$ cat config.mk
export PLATFORM = sky130hd
export DESIGN_NAME = sram_bytelane_ctrl
export DESIGN_NICKNAME = d
export VERILOG_FILES = /design/src/rtl/sram_ctrl_pkg.sv /design/src/rtl/sram_wait_timer.sv /design/src/rtl/sram_lane_path.sv /design/src/rtl/sram_bytelane_ctrl.sv
export SDC_FILE = /design/constraint.sdc
export NUM_CORES = 1
export LEC_CHECK = 0
export ABC_AREA = 1
export BUFFER_PORTS_ARGS = -buffer_cell sky130_fd_sc_hd__buf_2
export CAP_MARGIN = 10
export CORE_ASPECT_RATIO = 0.75
export CORE_MARGIN = 10
export CORE_UTILIZATION = 46
export DETAILED_ROUTE_END_ITERATION = 7
export PLACE_DENSITY = 0.79
export SLEW_MARGIN = 40
export SYNTH_ARGS = -nofsm -noshare
export SYNTH_HDL_FRONTEND = slang
export SYNTH_SLANG_ARGS = --single-unit
$ cat constraint.sdc
create_clock -name clk -period 1.76 [get_ports clk]
set_clock_uncertainty 0.05 [all_clocks]
set_input_delay 0.264 -clock clk [delete_from_list [all_inputs] [get_ports clk]]
set_output_delay 0.264 -clock clk [all_outputs]
set_load 0.02 [all_outputs]
$ cat src/rtl/sram_ctrl_pkg.sv
package sram_ctrl_pkg;
  typedef enum logic [1:0] {ST_IDLE, ST_ACCESS, ST_RELEASE} ctrl_state_t;

  function automatic int unsigned wait_cycles(int unsigned access_ns, int unsigned clk_ns);
    return (access_ns + clk_ns - 1) / clk_ns;
  endfunction
endpackage

$ cat src/rtl/sram_wait_timer.sv
module sram_wait_timer #(
  parameter int unsigned CYCLES = 6
) (
  input  logic clk,
  input  logic rst_n,
  input  logic load,
  output logic last
);
  localparam int unsigned CW = $clog2(CYCLES + 1);

  logic [CW-1:0] cnt;

  always_ff @(posedge clk or negedge rst_n) begin
    if (!rst_n)         cnt <= '0;
    else if (load)      cnt <= CW'(CYCLES);
    else if (cnt != '0) cnt <= cnt - 1'b1;
  end

  assign last = (cnt == CW'(1));

  // the countdown never exceeds the derived wait count
  assert_count_bounded_R10: assert property (@(posedge clk) disable iff (!rst_n)
    cnt <= CW'(CYCLES));

  // a freshly loaded count runs down without reloading or stalling
  assert_count_decrements_R10: assert property (@(posedge clk) disable iff (!rst_n)
    ($past(cnt) != '0 && !$past(load)) |-> cnt == $past(cnt) - 1'b1);
endmodule

$ cat src/rtl/sram_lane_path.sv
module sram_lane_path #(
  parameter int unsigned DATA_W = 16,
  parameter int unsigned LANES  = DATA_W / 8
) (
  input  logic              clk,
  input  logic              rst_n,
  input  logic              load,
  input  logic [DATA_W-1:0] wdata_in,
  input  logic              capture,
  input  logic [LANES-1:0]  cap_lanes,
  input  logic [DATA_W-1:0] dq_in,
  output logic [DATA_W-1:0] dq_out,
  output logic [DATA_W-1:0] rdata
);
  localparam int unsigned LW = DATA_W / LANES;

  logic [DATA_W-1:0] wdata_q;

  always_ff @(posedge clk or negedge rst_n) begin
    if (!rst_n)    wdata_q <= '0;
    else if (load) wdata_q <= wdata_in;
  end

  assign dq_out = wdata_q;

  for (genvar g = 0; g < LANES; g++) begin : g_lane
    always_ff @(posedge clk or negedge rst_n) begin
      if (!rst_n)       rdata[g*LW +: LW] <= '0;
      else if (capture) rdata[g*LW +: LW] <= cap_lanes[g] ? dq_in[g*LW +: LW] : '0;
    end

    // a lane that was not enabled reads back as zero
    assert_lane_zero_R7: assert property (@(posedge clk) disable iff (!rst_n)
      (capture && !cap_lanes[g]) |=> rdata[g*LW +: LW] == '0);
  end
endmodule

$ cat src/rtl/sram_bytelane_ctrl.sv
module sram_bytelane_ctrl
  import sram_ctrl_pkg::*;
#(
  parameter int unsigned ADDR_W        = 16,
  parameter int unsigned DATA_W        = 16,
  parameter int unsigned ACCESS_NS     = 55,
  parameter int unsigned CLK_PERIOD_NS = 10
) (
  input  logic                clk,
  input  logic                rst_n,
  input  logic                req_valid,
  output logic                req_ready,
  input  logic                req_write,
  input  logic [ADDR_W-1:0]   req_addr,
  input  logic [DATA_W-1:0]   req_wdata,
  input  logic [DATA_W/8-1:0] req_lanes,
  output logic                rsp_valid,
  output logic [DATA_W-1:0]   rsp_rdata,
  output logic [ADDR_W-1:0]   sram_addr,
  output logic                sram_ce_n,
  output logic                sram_oe_n,
  output logic                sram_we_n,
  output logic [DATA_W/8-1:0] sram_lane_n,
  output logic [DATA_W-1:0]   sram_dq_out,
  output logic                sram_dq_oe,
  input  logic [DATA_W-1:0]   sram_dq_in
);
  localparam int unsigned LANES = DATA_W / 8;
  localparam int unsigned WAIT  = wait_cycles(ACCESS_NS, CLK_PERIOD_NS);

  ctrl_state_t       state;
  logic [ADDR_W-1:0] addr_q;
  logic [LANES-1:0]  lanes_q;
  logic              wr_q;
  logic              rsp_q;
  logic              last;
  logic              accept, null_acc, real_acc, in_access, rd_done, capture;
  logic [LANES-1:0]  cap_lanes;

  assign accept    = req_valid && req_ready;
  assign null_acc  = accept && (req_lanes == '0);
  assign real_acc  = accept && (req_lanes != '0);
  assign in_access = (state == ST_ACCESS);
  assign rd_done   = in_access && last && !wr_q;
  assign capture   = rd_done || null_acc;
  assign cap_lanes = null_acc ? '0 : lanes_q;

  always_ff @(posedge clk or negedge rst_n) begin
    if (!rst_n) begin
      state   <= ST_IDLE;
      addr_q  <= '0;
      lanes_q <= '0;
      wr_q    <= 1'b0;
      rsp_q   <= 1'b0;
    end else begin
      rsp_q <= null_acc || rd_done || (state == ST_RELEASE);
      unique case (state)
        ST_IDLE: if (real_acc) begin
          state   <= ST_ACCESS;
          addr_q  <= req_addr;
          lanes_q <= req_lanes;
          wr_q    <= req_write;
        end
        ST_ACCESS:  if (last) state <= wr_q ? ST_RELEASE : ST_IDLE;
        ST_RELEASE: state <= ST_IDLE;
        default:    state <= ST_IDLE;
      endcase
    end
  end

  sram_wait_timer #(.CYCLES(WAIT)) u_timer (
    .clk   (clk),
    .rst_n (rst_n),
    .load  (real_acc),
    .last  (last)
  );

  sram_lane_path #(.DATA_W(DATA_W), .LANES(LANES)) u_path (
    .clk       (clk),
    .rst_n     (rst_n),
    .load      (real_acc),
    .wdata_in  (req_wdata),
    .capture   (capture),
    .cap_lanes (cap_lanes),
    .dq_in     (sram_dq_in),
    .dq_out    (sram_dq_out),
    .rdata     (rsp_rdata)
  );

  assign req_ready   = (state == ST_IDLE);
  assign rsp_valid   = rsp_q;
  assign sram_addr   = addr_q;
  assign sram_ce_n   = !in_access;
  assign sram_we_n   = !(in_access && wr_q);
  assign sram_oe_n   = !(in_access && !wr_q);
  assign sram_lane_n = in_access ? ~lanes_q : '1;
  assign sram_dq_oe  = wr_q && (in_access || state == ST_RELEASE);

  // the controller never drives data while the memory may be driving
  assert_no_contend_R6: assert property (@(posedge clk) disable iff (!rst_n)
    !sram_oe_n |-> !sram_dq_oe);

  // data stays driven through the cycle in which write enable rises
  assert_hold_after_we_R6: assert property (@(posedge clk) disable iff (!rst_n)
    $rose(sram_we_n) |-> sram_dq_oe);

  // the bus is released one cycle after write enable rises
  assert_release_R6: assert property (@(posedge clk) disable iff (!rst_n)
    $rose(sram_we_n) |=> !sram_dq_oe);

  // address and lane strobes are constant within an access
  assert_stable_access_R5: assert property (@(posedge clk) disable iff (!rst_n)
    (!sram_ce_n && $past(!sram_ce_n)) |-> ($stable(sram_addr) && $stable(sram_lane_n)));

  // chip enable is high whenever a response is presented
  assert_idle_ce_R2: assert property (@(posedge clk) disable iff (!rst_n)
    rsp_valid |-> sram_ce_n);

  // a request with no lanes completes next cycle without selecting the memory
  assert_null_req_R8: assert property (@(posedge clk) disable iff (!rst_n)
    (req_valid && req_ready && req_lanes == '0) |=> (rsp_valid && sram_ce_n));

  // an access only begins after a handshake
  assert_start_after_accept_R9: assert property (@(posedge clk) disable iff (!rst_n)
    $fell(sram_ce_n) |-> $past(req_valid && req_ready));
endmodule

# Word-level counts from Yosys, hierarchy flattened
# Index checks and enable logic that the tools add are counted.
# totals
inputBits	54
output_inout_bits	56
word_cells	48
register_bits	57
# classes
n_eq_ne	5
bitwise	1
muxes	10
add_sub_neg	1
reduce_logical	22
# ops
operator	n
2-to-1 mux 8 bit	2
2-to-1 mux 2 bit	5
logical AND 1 bit	8
2-to-1 mux 3 bit	2
logical NOT 1 bit	4
logical NOT 2 bit	2
case mux 2 bit (2 select lines)	1
AND reduction 2 bit	2
nonzero test 2 bit	2
equality test 3 x 1 -> 1 bit (second input constant)	1
logical OR 1 bit	3
nonzero test 3 bit	1
subtractor 3 x 1 -> 3 bit (second input constant)	1
equality test 2 x 1 -> 1 bit (second input constant)	1
equality test 2 bit (second input constant)	1
!= test 2 x 1 -> 1 bit (second input constant)	1
!= test 2 bit (second input constant)	1
inverter 2 bit	1

# Depth between registers and ports, before layout
# Gate-level depths: netlist of the first run.
# logic_depth
depth_word	5
depth_mapped	10
ltp_nobuf	9

# Hierarchy
# Synthesis of the first run repeated with hierarchy kept, for this count alone.
# unflattened
cells_unflattened	280
area_unflattened_um2	2447.3
# modules_own_cells
mod	n_inst	seq_area_each_um2	area_each_um2	cells_each
sram_lane_path	1	800.8	1270.0	138
sram_bytelane_ctrl	1	550.5	979.7	117
sram_wait_timer	1	75.1	197.7	25

# Least setup slack after synthesis of the first run
# Ideal clock, no wire load.
# synth_timing
path_kind	register -> register
from	register state[0]
to	register addr_q[0], in the netlist sram_addr[0]
path_buffers	2
t_arrival_ns	1.413
setup_ns	0.116
path_slack_ns	0.181
stages_incl_launch_ff	10
required_ns	1.594
path_cell_list	dfrtp_1 -> inv_1 -> ha_1 -> nand2_1 -> inv_2 -> nand2_1 -> buf_4 -> buf_4 -> nand2_1 -> nand2_1
# synth_via
elab_chain_cells	4
# synth_lines
item	line	source
start, declared	sram_bytelane_ctrl.sv:31	ctrl_state_t state;
start signal, assigned	sram_bytelane_ctrl.sv:64	ST_ACCESS: if (last) state <= wr_q ? ST_RELEASE : ST_IDLE;
logical NOT 2 bit (*)	sram_bytelane_ctrl.sv:90	assign req_ready = (state == ST_IDLE);
named net req_ready	sram_bytelane_ctrl.sv:12	output logic req_ready,
logical AND 1 bit	sram_bytelane_ctrl.sv:40	assign accept = req_valid && req_ready;
logical AND 1 bit	sram_bytelane_ctrl.sv:42	assign real_acc = accept && (req_lanes != '0);
AND reduction 2 bit (no source line) (*)	-	
end signal, assigned	sram_bytelane_ctrl.sv:60	addr_q <= req_addr;
end, declared	sram_bytelane_ctrl.sv:32	logic [ADDR_W-1:0] addr_q;
# Mark *: on every way through the listed nets, which the timed path passes. The rest lies on a longest branch.
# A chain may end at the register's enable or synchronous reset.

# Worst setup path in the final report of the first run
# layout_timing
from	register state[1]
to	output sram_lane_n[1]
# layout_via
elab_chain_cells	2
# layout_lines
item	line	source
equality test 2 x 1 -> 1 bit	sram_bytelane_ctrl.sv:43	assign in_access = (state == ST_ACCESS);
2-to-1 mux 2 bit	sram_bytelane_ctrl.sv:96	assign sram_lane_n = in_access ? ~lanes_q : '1;
end, declared	sram_bytelane_ctrl.sv:23	output logic [DATA_W/8-1:0] sram_lane_n,
# Every way passes these cells.

==> results by group, run 1 <==
Outcome
  • Status: finished clean

Clock tree
  • Clock Tree Root: clkbuf_8
  • Clock-pin transition on the worst setup and hold timing paths: 60 ps
  • H-Tree Depth: 3
  • Worst skew pair latency: 340 ps
  • Clk sink count: 57
  • Clock tree buffer depth: 2
  • Clock tree from TritonCTS: done
  • Total CTS buffers: 9
  • Setup Fix Bufs, Post-CTS: 0

Cells and area
  • Synth-to-Final Area Change: 34.7%
  • ANT cells: 0
  • Final core occ: 64.9%
  • Most frequent cells in the layout: nand2_1, buf_2, dfrtp_1
  • Layout cell share with drive strength beyond 1: 35.0%
  • Most common cell after layout, fill and taps aside: nand2_1
  • NumNets Final: 447

Timing
  • Fin crit period: 1660 ps
  • Actual slew at the worst max-slew pin: 510 ps
  • Hold WS: 65.6 ps
  • Worst rel slew slack: 65.9%
  • Setup TNS: 0 ps
  • Setup violations, final: 0
  • Final Cycle Share: 94.0%
  • Final-report max-slew violation count: 0
  • Hold Violations, Final: 0
  • RSZ-0062 raised after global routing: no
  • Max Fclk: 0.604 GHz

Routing
  • DRT iter0 DRCs: 75
  • Post-route DRC: 0
  • Vias/cell: 4.58
  • First-pass detailed-route iteration total: 4
  • Total wire length: 6.42 mm
  • DRT antenna net count: 0
  • Vias post-DR: 2120
  • Drt wl/cell: 13.9 um

Power
  • P_leak: 0.00197 uW
  • Total Power: 5850 uW
  • Pwr dens: 1810 mW/mm^2
  • VDD IR max: 1.06 mV

Worst setup path
  • Worst Path Arrival: 1340 ps
  • Req. time, crit path: 1450 ps
  • Crit Path Max Fanout: 5
  • Startpoint Class: flop
  • Worst setup EP type: output port
  • WS Path Type: reg2out

Logic synthesis
  • Distinct cells, synth: 19
  • Synth Cell Area: 0.00240 mm^2
  • Syn. warnings: 0
  • Post-synth top area cell: dfrtp_1
  • Mapped Cells: 272
  • Yosys top cell area share: 59.4%
  • Synth Register Bits: 57
  • Largest cells by area after synthesis: dfrtp_1, nand2_1, nand4_1, ha_1, inv_1
  • Mean Syn Cell Area: 8.83 um^2
  • Post-synthesis sequential area ratio: 59.4%
  • Net Count, Synth: 332

Die
  • FP Rows: 22
  • Effective utilization at floorplan: 48.2%
  • Die ar.: 0.00854 mm^2
  • IO Count: 110
  • Core ar.: 0.00498 mm^2
  • Die W: 103 um
  • Vert. Die Dim: 82.6 um

Global routing
  • Initial antenna violation count: 0
  • GRT Total Usage: 15.7%
  • Pin count of the biggest net entering global routing: 58
  • Grt total ovfl: 0
  • Vias in the first global route: 2175
  • First-pass GRT wire length: 10.1 mm

Min path
  • HP Class: in2reg

Placement
  • Post-DP HPWL: 4.84 mm
  • Port Buffers: 109
  • Final Wtd Congestion: 0.774

Job
  • Max-Cap Viols: 0
==> worst max-delay path, cell delays in order, from the launching register on <==
cell and delay, ps:
dfrtp_1 400, inv_2 70, ha_2 190, buf_6 120, nand2_1 50, buf_4 170
==> synth_stat cells (all sizes together) <==
cell type / n
a21oi: 1
nor2: 4
o211ai: 1
nand2: 155
nand4: 16
nand3: 1
dfrtp: 57
ha: 6
clkbuf: 2
buf: 10
o21ai: 4
nand3b: 1
inv: 14
==> per-stage QoR <==
step | area [um^2] | setup WS, ps | instances
final | 3240 | 105 | 463
after global routing | 3240 | 7.05 | 463
after CTS | 3220 | 24.8 | 463
after detailed placement | 3020 | 175 | 447
after global placement | 3020 | 221 | 447
after floorplan | 2400 | 181 | 272
==> cells by family (layout without fill, tap and decap cells) <==
logic type / count (synthesis) / after routing / share of synthesized area [%]
and+or+nand+nor: 177 / 177 / 30.7
DFF: 57 / 57 / 59.4
buffers and inverters: 26 / 145 / 5.42
adders and majority gates: 6 / 6 / 3.12
AOI/OAI and AO/OA: 6 / 6 / 1.35
==> metal layers <==
layer	vias up	track usage, %	wire (um)
met5	-	0	0
met4	0	7.89	99
met3	8	10.5	1040
met2	103	22.9	2690
met1	939	17.3	2600
li1	1070	-	-
==> timing repair <==
item	in CTS	in global routing
hold buffers	1	0
endpoints found under the setup margin	0	5
resized for setup	0	5
endpoints found under the hold margin	57	0
==> registers in the layout, summed over array words and instances (netlist names) <==
name and cells:
rsp_valid 1, state 2, wr_q 1, sram_addr 16, lanes_q 2, u_timer.cnt 3
u_path.dq_out 16, u_path.rdata 16
==> path summary, 6_finish.rpt <==
| kind | start | endpoint | slack [ps] | cells after the start |
|---|---|---|---|---|
| worst min-delay path | req_wdata[2] | u_path.dq_out[2] | 70 | 3 |
| worst min register to register | sram_addr[6] | sram_addr[6] | 420 | 2 |
| worst max-delay path | state[1] | sram_lane_n[1] | 100 | 5 |
| max in group asynchronous | rst_n | sram_addr[10] | 1010 | 3 |
| worst max register to register | state[0] | u_path.rdata[9] | 160 | 7 |
| min in group asynchronous | rst_n | u_path.rdata[4] | 400 | 3 |
==> final cells by class <==
class / count / area, um^2
clock inverters: 3 / 40.0
well taps: 72 / 90.1
fillers: 435 / 1750
flip-flops and latches: 57 / 1430
multi-input cells: 189 / 848
repair buffers: 116 / 623
inverters: 14 / 52.6
clock buffers: 12 / 155
==> where the power goes <==
| part | switching (uW) | total (uW) | leakage [uW] | internal (uW) |
|---|---|---|---|---|
| clock | 483 | 1200 | 0.000102 | 718 |
| sequential | 342 | 2190 | 0.000727 | 1850 |
| combinational | 1630 | 2460 | 0.00114 | 822 |
No activity file was read; power rests on OpenSTA's default activity.
==> run 2, diff against run 1 <==
--- a/config.mk
+++ b/config.mk
@@ -10,9 +10,9 @@
 export CAP_MARGIN = 10
 export CORE_ASPECT_RATIO = 0.75
 export CORE_MARGIN = 10
-export CORE_UTILIZATION = 46
+export CORE_UTILIZATION = 35
+export CTS_CLUSTER_DIAMETER = 50
 export DETAILED_ROUTE_END_ITERATION = 7
-export PLACE_DENSITY = 0.79
 export SLEW_MARGIN = 40
 export SYNTH_ARGS = -nofsm -noshare
 export SYNTH_HDL_FRONTEND = slang
==> run 2 against run 1 <==
  * First-iteration DRC count increased by 17%
  * Worst hold slack improved by 8.8 ps
  * Final cell count is 3.0% higher
  * Core utilization decreased by 17 points
  * Register-to-register slack improved by 90 ps
  * Sequential share of layout area decreased by 0.34 points
  * Maximum frequency decreased by 0.67%
  * Critical path type unchanged
  * Largest power group unchanged
  * Highest routed layer unchanged
==> results by group, run 2 (synthesized netlist as in run 1, its figures left out) <==
Outcome
  • Status: finished clean

Routing
  • Vias/cell: 4.38 (-4.4%)
  • Vias post-DR: 2087 (-1.6%)
  • Total wire length: 6.67 mm (+3.9%)
  • First-pass detailed-route iteration total: 4 (unchanged)
  • Drt wl/cell: 14.0 um (+0.89%)
  • Post-route DRC: 0 (unchanged)
  • DRT antenna net count: 0 (unchanged)
  • DRT iter0 DRCs: 88 (+17%)

Worst setup path
  • Top delay family on crit path: flip-flops
  • Crit-path max cell delay: 410 ps (about the same)
  • CP max-delay cell: dfrtp_1
  • CP Launch Point: state[1]
  • FF-to-FF Start: state[0]
  • Flop2flop setup slack: 250 ps (+90 ps)
  • Startpoint Class: flop
  • Critical Path, Cell by Cell: inv_2 > ha_2 > buf_4 > nand2_1 > buf_2
  • CP bufs+invs: 3 (unchanged)
  • Worst flop-to-flop path endpoint: sram_addr[7]
  • Req. time, crit path: 1450 ps (about the same)
  • Worst Path Arrival: 1350 ps (about the same)
  • Crit Path Max Fanout: 5 (unchanged)
  • WS Path Type: reg2out
  • Reg2reg path depth: 9 (+2)
  • Worst setup EP type: output port

Die
  • Effective utilization at floorplan: 35.7% (-13 points)
  • Die ar.: 0.0106 mm^2 (+24%)
  • IO Count: 110 (unchanged)
  • Die W: 116 um (+12%)
  • FP Rows: 26 (+18%)
  • Core ar.: 0.00673 mm^2 (+35%)
  • Vert. Die Dim: 91.8 um (+11%)

Clock tree
  • Clock tree buffer depth: 2 (unchanged)
  • Worst skew pair latency: 330 ps (about the same)
  • Clk sink count: 57 (unchanged)
  • H-Tree Depth: 3 (unchanged)
  • Clock tree from TritonCTS: done
  • Clock-pin transition on the worst setup and hold timing paths: 60 ps (about the same)
  • Total CTS buffers: 9 (unchanged)
  • Clock Tree Root: clkbuf_8

Timing
  • Final-report max-slew violation count: 0 (unchanged)
  • RSZ-0062 raised after global routing: no
  • Final Cycle Share: 94.7% (+0.63 points)
  • Max Fclk: 0.600 GHz (-0.67%)
  • Actual slew at the worst max-slew pin: 387 ps (-123 ps)
  • Worst rel slew slack: 74.2% (+8.2 points)
  • Fin crit period: 1670 ps (+11.2 ps)
  • Hold WS: 74.4 ps (+8.76 ps)
  • Setup violations, final: 0 (unchanged)
  • Hold Violations, Final: 0 (unchanged)
  • Setup TNS: 0 ps (unchanged)

Cells and area
  • Most frequent cells in the layout: nand2_1, buf_2, dfrtp_1
  • Final core occ: 48.4% (-17 points)
  • Fillers: 691 (+59%)
  • ANT cells: 0 (unchanged)
  • Most common cell after layout, fill and taps aside: nand2_1
  • Post-route cell area: 0.00326 mm^2 (+0.77%)
  • Layout cell share with drive strength beyond 1: 35.4% (+0.33 points)
  • Synth-to-Final Area Change: 35.7%
  • NumNets Final: 448 (+0.22%)

Global routing
  • Vias in the first global route: 2215 (+1.8%)
  • First-pass GRT wire length: 10.9 mm (+8.2%)
  • Grt total ovfl: 0 (unchanged)
  • Pin count of the biggest net entering global routing: 58 (unchanged)
  • GRT Total Usage: 12.8% (-2.8 points)
  • Initial antenna violation count: 0 (unchanged)

Min path
  • Hold path cells: 3 (unchanged)
  • Worst Hold Path EP: u_path.dq_out[1]
  • HP Class: in2reg
  • HP Start: req_wdata[1]

Job
  • Max-Cap Viols: 0 (unchanged)

Power
  • P_leak: 0.00197 uW (+0.22%)
  • Pwr dens: 1760 mW/mm^2 (-2.5%)
  • Sw frac: 43.1% (+1.1 points)
  • VDD IR max: 0.736 mV (-30%)
  • Combinational power share: 42.9% (+0.9 points)
  • Switching power: 2480 uW (+0.75%)
  • Clock network fraction of design power: 18.6% (-1.9 points)
  • Internal: 3270 uW (-3.5%)
  • Total Power: 5750 uW (-1.7%)
  • Flop pwr share: 38.4% (+0.9 points)

Placement
  • Placed inst area: 0.00306 mm^2 (+1.3%)
  • Post-DP HPWL: 4.90 mm (+1.1%)
  • Final Wtd Congestion: 0.774 (about the same)
  • Port Buffers: 109 (unchanged)
[run 2: tightest hold or removal path, delay by kind of cell]
family / cells / cell delay [ps]
buffers and inverters: 1 / 70
AND/OR/NAND/NOR: 2 / 80
[run 2: stage by stage]
step                cells  setup WS (ps)
global placement      459            187
finish                477           93.7
detailed placement    459            138
floorplan             272            181
CTS                   476           45.1
global route          477           8.33
[run 2: metal layers]
metal / track usage (%) / part of all wire, % / vias to the layer above
met5: 0 / 0 / -
met2: 17.5 / 39 / 90
met1: 15.9 / 47 / 915
li1: - / - / 1077
met4: 3.95 / 0.57 / 0
met3: 8.85 / 13 / 5
[run 2: how the worst max path moves through the flow]
stage,endpoint,cells past startpoint
after global placement,u_timer.cnt[0],8
after floorplan,sram_addr[0],9
after global routing,sram_lane_n[1],5
final,sram_we_n,5
after CTS,sram_we_n,5
after detailed placement,u_timer.cnt[0],8
[run 2: repair_timing]
action,in CTS,in global routing
hold buffers,1,0
endpoints found under the hold margin,57,0
gates resized for setup,0,6
endpoints found under the setup margin,0,19
setup buffers,0,1
[run 2: power by group through the flow]
stage               Combinational [uW]  Clock, uW  Sequential, uW
floorplan                         1060          0            2690
global placement                  2450          0            2210
detailed placement                2500          0            2200
CTS                               2500       1110            2210
global route                      2780       1170            2280
finish                            2470       1070            2210
[run 2: cell type report]
| class | instances | area (um^2) | share of cell area (%) |
|---|---|---|---|
| well taps | 84 | 105 | 3.22 |
| repair buffers | 117 | 652 | 20.0 |
| inverters | 14 | 52.6 | 1.61 |
| clock inverters | 3 | 15.0 | 0.460 |
| multi-input cells | 189 | 851 | 26.1 |
| clock buffers | 13 | 159 | 4.87 |
| flip-flops and latches | 57 | 1430 | 43.7 |
==> run 3, diff against run 2 <==
--- a/config.mk
+++ b/config.mk
@@ -13,7 +13,7 @@
 export CORE_UTILIZATION = 35
 export CTS_CLUSTER_DIAMETER = 50
 export DETAILED_ROUTE_END_ITERATION = 7
-export SLEW_MARGIN = 40
+export SETUP_SLACK_MARGIN = 0.02
 export SYNTH_ARGS = -nofsm -noshare
 export SYNTH_HDL_FRONTEND = slang
 export SYNTH_SLANG_ARGS = --single-unit
==> constraint.sdc (replaced) <==
create_clock -name clk -period 1.76 [get_ports clk]
set_clock_uncertainty 0.05 [all_clocks]
set_input_delay 0.176 -clock clk [delete_from_list [all_inputs] [get_ports clk]]
set_output_delay 0.176 -clock clk [all_outputs]
set_load 0.02 [all_outputs]
==> run 3 against run 2 <==
  * Setup slack improved by 54 ps
  * Via count is 6.3% higher
  * Die area did not move
  * Final cell count increased by 6.5%
  * Critical path depth unchanged
  * Largest cell class unchanged
  * Sequential share of layout area fell by 3.8 points
  * Routed wire length rose by 3.9%
  * Register-to-register slack barely moved
==> results by group, run 3 (synthesized netlist as in run 1, its figures left out) <==
Clock tree
  • Clock-pin transition on the worst setup and hold timing paths: 60 ps (about the same)
  • Setup Fix Bufs, Post-CTS: 0 (unchanged)
  • Clock tree from TritonCTS: done
  • H-Tree Depth: 3 (unchanged)
  • Clock tree buffer depth: 2 (unchanged)
  • Clk sink count: 57 (unchanged)
  • Total CTS buffers: 9 (unchanged)
  • Clock Tree Root: clkbuf_8
  • Worst skew pair latency: 320 ps (about the same)

Global routing
  • First-pass GRT wire length: 11.5 mm (+5.8%)
  • Initial antenna violation count: 0 (unchanged)
  • Pin count of the biggest net entering global routing: 58 (unchanged)
  • Vias in the first global route: 2309 (+4.2%)
  • GRT Total Usage: 13.5% (+0.67 points)
  • Grt total ovfl: 0 (unchanged)

Cells and area
  • Synth-to-Final Area Change: 48.5%
  • Most frequent cells in the layout: nand2_1, buf_2, dfrtp_1
  • NumNets Final: 479 (+6.9%)
  • Final core occ: 53.0% (+4.6 points)
  • ANT cells: 0 (unchanged)
  • Most common cell after layout, fill and taps aside: nand2_1
  • Fillers: 648 (-6.2%)
  • Layout cell share with drive strength beyond 1: 32.1% (-3.3 points)
  • Non-Filler Instances: 508 (+6.5%)

Routing
  • Vias/cell: 4.37 (-0.21%)
  • WL met1: 3.15 mm (-0.28%)
  • Top layer in use: met4
  • Drt wl/cell: 13.7 um (-2.4%)
  • DRT iter0 DRCs: 98 (+11%)
  • Total wire length: 6.94 mm (+3.9%)
  • Routed wl met2: 2.88 mm (+11%)
  • DR WL met3: 875 um (-0.46%)
  • Post-route DRC: 0 (unchanged)
  • Vias post-DR: 2218 (+6.3%)
  • DRT antenna net count: 0 (unchanged)
  • First-pass detailed-route iteration total: 5 (+1)

Power
  • Pwr dens: 1620 mW/mm^2 (-8.0%)
  • Total Power: 5790 uW (+0.66%)
  • VDD IR max: 0.771 mV (+4.7%)
  • P_leak: 0.00210 uW (+6.5%)

Worst setup path
  • Crit Path Max Fanout: 5 (unchanged)
  • Worst setup EP type: output port
  • Req. time, crit path: 1530 ps (+80 ps)
  • Critical Path, Cell by Cell: inv_1 > ha_1 > buf_4 > nand2_1 > buf_2
  • Crit-path max cell delay: 380 ps (-30 ps)
  • CP bufs+invs: 3 (unchanged)
  • Top delay family on crit path: buffers and inverters
  • Startpoint Class: flop
  • CP max-delay cell: dfrtp_1
  • WS Path Type: reg2out
  • Worst Path Arrival: 1390 ps (+40 ps)

Outcome
  • Status: finished clean

Placement
  • Post-DP HPWL: 4.90 mm (unchanged)
  • Port Buffers: 109 (unchanged)
  • Placed Cells: 459 (unchanged)
  • Final Wtd Congestion: 0.774 (unchanged)

Timing
  • Worst rel slew slack: 74.2% (about the same)
  • Hold WS: 26.6 ps (-47.7 ps)
  • Final Cycle Share: 91.6% (-3.1 points)
  • Fin crit period: 1610 ps (-54.2 ps)
  • RSZ-0062 raised after global routing: no
  • Setup TNS: 0 ps (unchanged)
  • Max Fclk: 0.620 GHz (+3.4%)
  • Final-report max-slew violation count: 0 (unchanged)
  • Hold Violations, Final: 0 (unchanged)
  • Setup violations, final: 0 (unchanged)
  • Actual slew at the worst max-slew pin: 387 ps (-0.0581 ps)

Die
  • Effective utilization at floorplan: 35.7% (unchanged)
  • IO Count: 110 (unchanged)
  • FP Rows: 26 (unchanged)
  • Die ar.: 0.0106 mm^2 (unchanged)
  • Vert. Die Dim: 91.8 um (unchanged)
  • Core ar.: 0.00673 mm^2 (unchanged)
  • Die W: 116 um (unchanged)

Job
  • Max-Cap Viols: 0 (unchanged)

Min path
  • HP Class: in2reg
run 3: cell types whose count changed in the layout (fill, tap and decap cells not counted):
cell | before | now
dlygate4sd3_1 | 1 | 33
buf_4 | 4 | 2
buf_2 | 108 | 109
ha_1 | 5 | 6
ha_2 | 1 | 0
inv_1 | 11 | 12
inv_2 | 3 | 2
run 3: metal layers:
layer  track usage [%]  vias to the layer above
met3              8.40                        4
met5                 0                        -
met1              16.9                      976
met2              18.9                      103
met4              3.95                        0
li1                  -                     1135
run 3: worst reg2reg max path: cells and delay by family (launching register included):
kind | cells | cell delay (ps)
adders and majority gates | 1 | 180
buffers and inverters | 4 | 480
and+or+nand+nor | 4 | 350
DFF | 1 | 400
run 3: path summary, 6_finish.rpt:
check,startpoint,to,slack (ps),depth (start not counted)
worst min-delay path,req_write,wr_q,30,3
worst min register to register,u_path.dq_out[13],u_path.dq_out[13],420,2
max in group asynchronous,rst_n,u_path.dq_out[0],1060,3
worst max-delay path,state[1],sram_we_n,150,5
min in group asynchronous,rst_n,u_path.rdata[1],330,3
worst max register to register,state[1],sram_addr[7],250,9
run 3: what timing repair did:
action	in CTS	in global routing
endpoints found under the hold margin	89	0
setup endpoints to repair	0	32
resized for setup	0	2
hold buffers	33	0
run 3: power by group:
| part | switching [uW] | leakage, uW | total [uW] | internal [uW] |
|---|---|---|---|---|
| sequential | 358 | 0.000727 | 2210 | 1850 |
| combinational | 1650 | 0.00128 | 2520 | 870 |
| clock | 479 | 0.0000932 | 1060 | 581 |
| total | 2480 | 0.00210 | 5790 | 3300 |
run 3: cell type report:
class                      instances  area [um^2]  share of cell area [%]
tap                               84          105                    2.95
timing repair buffer             148          962                    27.0
multi-input combinational        189          848                    23.8
inverter                          14         52.6                    1.47
sequential                        57         1430                    40.0
clock inverter                     3         15.0                   0.421
clock buffer                      13          159                    4.45
run 3: metrics by stage:
| stage | instance area [um^2] | setup WS [ps] |
|---|---|---|
| 2_1_floorplan | 2400 | 181 |
| 3_3_place_gp | 3060 | 187 |
| 3_5_place_dp | 3060 | 138 |
| 4_1_cts | 3560 | 107 |
| 5_1_grt | 3570 | 44.8 |
| 6_report | 3570 | 148 |
